==> src/rtl/burst_addr_pkg.sv <==
package burst_addr_pkg;

  typedef enum logic [1:0] {
    OP_HOLD = 2'b00,
    OP_LOAD = 2'b01,
    OP_ADV  = 2'b10,
    OP_RPT  = 2'b11
  } bac_op_e;

endpackage

==> src/rtl/bac_select.sv <==
// Chooses the address for this cycle: load, then repeat, then advance, then hold.
module bac_select
  import burst_addr_pkg::*;
#(
  parameter int ADDR_W = 16
) (
  input  logic              ads_n,
  input  logic              cnten_n,
  input  logic              rpt_n,
  input  logic [ADDR_W-1:0] ext_addr,
  input  logic [ADDR_W-1:0] cnt_q,
  input  logic [ADDR_W-1:0] base_q,
  output logic [ADDR_W-1:0] sel_addr,
  output bac_op_e           sel_op
);

  localparam logic [ADDR_W-1:0] STEP = ADDR_W'(1);

  logic [ADDR_W-1:0] cnt_inc;

  // Advance wraps naturally at the width of the counter.
  assign cnt_inc = cnt_q + STEP;

  always_comb begin
    if (!ads_n) begin
      sel_addr = ext_addr;
      sel_op   = OP_LOAD;
    end else if (!rpt_n) begin
      sel_addr = base_q;
      sel_op   = OP_RPT;
    end else if (!cnten_n) begin
      sel_addr = cnt_inc;
      sel_op   = OP_ADV;
    end else begin
      sel_addr = cnt_q;
      sel_op   = OP_HOLD;
    end
  end

endmodule

==> src/rtl/bac_regs.sv <==
// Counter and base registers. The counter always takes the address accessed this cycle.
module bac_regs
  import burst_addr_pkg::*;
#(
  parameter int ADDR_W = 16
) (
  input  logic              clk,
  input  logic              rst,
  input  bac_op_e           sel_op,
  input  logic [ADDR_W-1:0] sel_addr,
  output logic [ADDR_W-1:0] cnt_q,
  output logic [ADDR_W-1:0] base_q
);

  always_ff @(posedge clk) begin
    if (rst) begin
      cnt_q  <= '0;
      base_q <= '0;
    end else begin
      cnt_q <= sel_addr;
      if (sel_op == OP_LOAD) begin
        base_q <= sel_addr;
      end
    end
  end

endmodule

==> src/rtl/bac_out_stage.sv <==
// Optional output register that gives pipelined read timing.
module bac_out_stage
  import burst_addr_pkg::*;
#(
  parameter int ADDR_W    = 16,
  parameter bit PIPELINED = 1'b0
) (
  input  logic              clk,
  input  logic              rst,
  input  logic [ADDR_W-1:0] sel_addr,
  input  bac_op_e           sel_op,
  output logic [ADDR_W-1:0] addr_o,
  output logic [1:0]        op_o
);

  generate
    if (PIPELINED) begin : g_pipe
      logic [ADDR_W-1:0] addr_q;
      bac_op_e           op_q;
      always_ff @(posedge clk) begin
        if (rst) begin
          addr_q <= '0;
          op_q   <= OP_HOLD;
        end else begin
          addr_q <= sel_addr;
          op_q   <= sel_op;
        end
      end
      assign addr_o = addr_q;
      assign op_o   = op_q;
    end else begin : g_flow
      assign addr_o = sel_addr;
      assign op_o   = sel_op;
    end
  endgenerate

endmodule

==> src/rtl/burst_addr_gen.sv <==
module burst_addr_gen
  import burst_addr_pkg::*;
#(
  parameter int ADDR_W    = 16,
  parameter bit PIPELINED = 1'b0
) (
  input  logic              clk,
  input  logic              rst,
  input  logic              ads_n,
  input  logic              cnten_n,
  input  logic              rpt_n,
  input  logic [ADDR_W-1:0] ext_addr_i,
  output logic [ADDR_W-1:0] addr_o,
  output logic [1:0]        op_o
);

  logic [ADDR_W-1:0] cnt_q;
  logic [ADDR_W-1:0] base_q;
  logic [ADDR_W-1:0] sel_addr;
  bac_op_e           sel_op;

  bac_select #(.ADDR_W(ADDR_W)) u_select (
    .ads_n    (ads_n),
    .cnten_n  (cnten_n),
    .rpt_n    (rpt_n),
    .ext_addr (ext_addr_i),
    .cnt_q    (cnt_q),
    .base_q   (base_q),
    .sel_addr (sel_addr),
    .sel_op   (sel_op)
  );

  bac_regs #(.ADDR_W(ADDR_W)) u_regs (
    .clk      (clk),
    .rst      (rst),
    .sel_op   (sel_op),
    .sel_addr (sel_addr),
    .cnt_q    (cnt_q),
    .base_q   (base_q)
  );

  bac_out_stage #(.ADDR_W(ADDR_W), .PIPELINED(PIPELINED)) u_out (
    .clk      (clk),
    .rst      (rst),
    .sel_addr (sel_addr),
    .sel_op   (sel_op),
    .addr_o   (addr_o),
    .op_o     (op_o)
  );

endmodule

==> config.mk <==
export PLATFORM = sky130hd
export DESIGN_NAME = burst_addr_gen
export DESIGN_NICKNAME = d
export VERILOG_FILES = /design/src/rtl/burst_addr_pkg.sv /design/src/rtl/bac_select.sv /design/src/rtl/bac_regs.sv /design/src/rtl/bac_out_stage.sv /design/src/rtl/burst_addr_gen.sv
export SDC_FILE = /design/constraint.sdc
export NUM_CORES = 1
export LEC_CHECK = 0
export ABC_AREA = 1
export BUFFER_PORTS_ARGS = -buffer_cell sky130_fd_sc_hd__buf_2
export CAP_MARGIN = 20
export CORE_AREA = 2 2 60 62
export CTS_BUF_LIST = sky130_fd_sc_hd__clkbuf_16
export DETAILED_ROUTE_END_ITERATION = 10
export DIE_AREA = 0 0 62 64
export GPL_ROUTABILITY_DRIVEN = 0
export PLACE_DENSITY_LB_ADDON = 0.08
export SETUP_SLACK_MARGIN = 0.3
export SYNTH_ARGS = -nofsm -noshare
export SYNTH_HDL_FRONTEND = slang
export SYNTH_SLANG_ARGS = --single-unit
==> constraint.sdc <==
create_clock -name clk -period 1.62 [get_ports clk]
set_input_delay 0 -clock clk [delete_from_list [all_inputs] [get_ports clk]]
set_output_delay 0 -clock clk [all_outputs]
set_load 0.02 [all_outputs]
# Word-level counts from Yosys, hierarchy flattened
# Index checks and enable logic that the tools add are counted.
# op_classes
add_sub_neg,1
mux,6
n_eq_ne,1
# op_table
operator,n
$mux W16,3
$add A16 B1 Y16 const B,1
$mux W2,3
$eq A2 B1 Y1 const B,1
# totals
wordCells,10
out_inout_bits,18
input_bits,21
regBits,32

# Logic depth before layout (Yosys ltp)
# depth
ltp_word,4
depth_mapped,10
ltp_nobuf,10

# Modules after synthesis
# Synthesis repeated with hierarchy kept, for this count alone.
# hier_totals
cells_unflattened,325
area_unflattened_um2,2039.5
# modules_own_cells
mod,cells_per_inst,seq_area_each_um2,area_per_inst_um2,instances
bac_regs,139,640.6,1096.1,1
bac_select,168,0.0,808.3,1
bac_out_stage,18,0.0,135.1,1

# Worst setup path before layout
# Ideal clock, no wire load.
# synth_timing
path_type,register to register
startpoint,register u_regs.cnt_q[0]
endpoint,register u_regs.cnt_q[14]
setup_ns,0.135
synth_period_minus_slack_ns,1.328
arrival_ns,1.192
stages_incl_launch_ff,11
n_path_buf,0
t_required_ns,1.485
path_slack_ns,0.292
path_cell_list,dfxtp_1 > ha_1 > inv_1 > nor2_1 > nand2_1 > nor2_4 > nand2_1 > nand2_1 > nand3_1 > nand2_1 > a21oi_1
# synth_between
elab_chain_cells,4
# synth_lines
item,line,source
start: declaration,bac_regs.sv:11,"output logic [ADDR_W-1:0] cnt_q,"
start signal: assignment,bac_regs.sv:20,cnt_q <= sel_addr;
$add A16 B1 Y16,bac_select.sv:22,assign cnt_inc = cnt_q + STEP;
$mux W16,bac_select.sv:31,end else if (!cnten_n) begin
$mux W16,bac_select.sv:28,end else if (!rpt_n) begin
$mux W16,bac_select.sv:25,if (!ads_n) begin
# Every way passes these cells.
# A chain may end at the register's enable or synchronous reset.

# Final worst setup path
# layout_timing
startpoint,register u_regs.cnt_q[1]
endpoint,output addr_o[14]
# layout_between
elab_chain_cells,4
# layout_lines
item,line,source
$add A16 B1 Y16,bac_select.sv:22,
$mux W16,bac_select.sv:31,
$mux W16,bac_select.sv:28,
$mux W16,bac_select.sv:25,
end: declaration,burst_addr_gen.sv:13,"output logic [ADDR_W-1:0] addr_o,"
# Every way passes these cells.

==> metrics <==
fmax 623.5 MHz; Pwr per Cell Area just over 900 nW/µm²; Antenna Nets Post-Route 0; Post-Syn Instances 248; Residual DRC 0; num ports 39; cell leakage power roughly 1.1 nW; Avg Synthesized Cell Area ~7 µm²; async set-or-reset flop fraction in the synthesized netlist 0; minimum clock period 1604 ps; Crit. End Element output pin; crit-path max FO 4; clock transition at the registers of the reported paths about 50 ps; Num CTS Buffers 5; Post-synth EDFFs 0; Tightest Hold Check Type in -> reg; Psw roughly 580 µW; register share of total power 0.411; Reg2Reg Setup Slack approximately 180 ps; #FFs+latches synth 32; layout cells sized above 1 0.3581; largest net degree at the start of global routing 33; Max clock buf depth 2; Max-Cap Viols 0; count leader, synth nand2_1; reg2reg end u_regs.cnt_q[14]$_SDFF_PP0_; Post-synth top flop dfxtp_1; Worst slew margin 0.5764; # H-tree levels 2; Fillers 296; via count ~1700; internal power between 1.5 and 2 mW; Slew Viols, Final 0; core footprint ~3300 µm²; Cell Area, Synth about 1700 µm²; CP Launch Point u_regs.cnt_q[1]$_SDFF_PP0_; First-pass DRT Iterations 4; crit path to addr_o[14]; Slew @ Worst Pin 635.3 ps; largest area contributor in the netlist dfxtp_1; die width approximately 62 µm; WL per Instance 11.44 µm; Synth top cells by count 98 x nand2_1, 32 x a21oi_1, 32 x dfxtp_1; cell area after layout between 2000 and 2500 µm²; TritonCTS clock tree yes; Post-Place Setup Slack about 190 ps; RSZ-0062 raised after global routing yes; final setup violation count 0; sw frac 0.2701; Total GRT Usage 0.2188; CP Class reg -> out; Syn Nets 270; routed wire length 3911 µm; port bufs 38; Worst Path Required around 1600 ps; clock network fraction of design power 0.401; outcome complete, no violations; synth top area cells dfxtp_1 38%, nand2_1 22%, a21oi_1 9.5%, inv_1 3.1%, nand3_1 3.0%; hold buffers post-CTS 0; top cell type's share of synthesized area 0.3781; initial antenna violation count 0; die area 3968 µm²; first-pass GRT wire length around 6500 µm; Cell Rows 21; post-synthesis sequential area ratio 0.3781; Syn. warnings 0; Final #Nets approximately 320; Clk Latency, worst-skew pair approximately 280 ps; initial core utilization 0.5158; clock sinks 32; Max VDD drop roughly 0.00077 V; Clock Tree Root clkbuf_16; CP Launch Type flop; ANT cells 0; drt initial violations between 60 and 70; Final Hold Fails 0; dpl cell area 1911 µm²; die height 64 µm; Logic pwr share 0.188; post-layout util 0.7131; WP data arrival 1600 ps; vias per cell 4.942; Final WS setup 16.08 ps; Worst Reg-to-Reg Cells 11; Clock Skews slightly above 5 ps; dpl hpwl ~2500 µm; area delta synth->final 38.26%; R2R Path Start u_regs.cnt_q[1]$_SDFF_PP0_; Final period util 0.9901; vias in the first global route 1481; grt ovf 0; synth unique cells 32
==> stage by stage <==
step,hold slack [ps],setup TNS [ps],power [mW],std cells
final,8.848,0,2.129,342
after global routing,37.06,-387.5,2.237,342
after CTS,2.540,0,2.091,336
after detailed placement,290.8,0,1.203,325
after global placement,285.0,0,1.201,325
after floorplan,69.07,0,1.109,248
==> per-layer routing <==
metal | vias up | routed length, µm | track usage
li1 | 895 | - | -
met1 | 758 | 1740 | 0.2741
met2 | 31 | 1935 | 0.3411
met3 | 6 | 169 | 0.06680
met4 | 0 | 66 | 0.08777
met5 | - | 0 | 0
==> sequential cells by signal, summed over array words and instances, names as in the netlist <==
name           flops
u_regs.base_q     16
u_regs.cnt_q      16
==> repair_timing <==
action | in CTS | in global routing
buffers inserted | 4 | 6
resized for setup | 33 | 39
pin swaps | 16 | 14
endpoints found under the setup margin | 21 | 27
hold endpoints to repair | 0 | 0
==> power groups by stage <==
stage	logic [mW]	registers (mW)	clock network [mW]
floorplan	0.231	0.877	0
global placement	0.317	0.884	0
detailed placement	0.319	0.885	0
CTS	0.346	0.874	0.871
global route	0.446	0.879	0.912
finish	0.399	0.875	0.855
==> cell usage in the layout, fill, tap and decap left out <==
master      netlist  final
inv_4             0      1
nor2_1           11      6
nand2_2           4     11
o211ai_1          1      1
nand3_4           1      3
nor2_8            1      1
nand2_1          98     91
clkinvlp_4        0      1
buf_6             1     12
clkinv_2          0      1
inv_6             1      1
nand2_4           2      2
xnor2_1           2      2
clkbuf_16         0      5
ha_4              0      1
nor2_2            2      2
nand3_2           2      4
dfxtp_2           0      4
nand3b_1          2      2
o21ai_2           0      2
dfxtp_4           0      3
inv_1            14     13
o21bai_1          3      3
nand4_1           2      2
dfxtp_1          32     25
nor3_1            1      1
xor2_1            3      3
nor2_4            1      6
buf_2             5     27
a22o_1            1      1
o21a_1            1      1
a21oi_2           2      7
clkinv_1          3      3
buf_4             1     12
nand3_1          10      6
a21oi_1          32     27
o21ai_1           1      3
==> critical path: stages, from the launching register on <==
cell and delay (ps):
dfxtp_4 380, ha_4 160, inv_4 50, nor2_4 100, nand2_2 80, nor2_4 120, nand2_1 60, nand2_1 60
nand3_2 60, nand2_2 90, nand2_2 50, buf_6 130
==> cells by family after synthesis <==
| kind of cell | after synthesis | share of synthesized area |
|---|---|---|
| adder cells (fa/ha/maj) | 1 | 0.007384 |
| AO/OA/AOI/OAI | 45 | 0.1470 |
| flip-flops | 32 | 0.3781 |
| AND/OR/NAND/NOR | 137 | 0.3663 |
| XOR/XNOR | 5 | 0.02585 |
| buffers and inverters | 28 | 0.07533 |
==> layout make-up <==
type                            instances  area (µm²)  share of cell area
Sequential cell                        32       656.9              0.2804
Tap cell                               46       57.56             0.02457
Timing Repair Buffer                   51       360.3              0.1538
Clock buffer                            5       125.1             0.05342
Inverter                               18       80.08             0.03419
Multi-Input combinational cell        188        1055              0.4503
Clock inverter                          2       7.507            0.003205
==> worst min path at each step <==
stage	from	end	slack [ps]	cells past startpoint
2_1_floorplan	rst	u_regs.base_q[1]$_SDFFE_PP0N_	70	1
3_5_place_dp	ext_addr_i[1]	u_regs.base_q[1]$_SDFFE_PP0N_	290	3
4_1_cts	ext_addr_i[1]	u_regs.base_q[1]$_SDFFE_PP0N_	3	3
5_1_grt	ext_addr_i[11]	u_regs.base_q[11]$_SDFFE_PP0N_	40	3
3_3_place_gp	ext_addr_i[1]	u_regs.base_q[1]$_SDFFE_PP0N_	290	3
6_report	ext_addr_i[1]	u_regs.base_q[1]$_SDFFE_PP0N_	9	3
No activity file was read; power rests on OpenSTA's default activity.
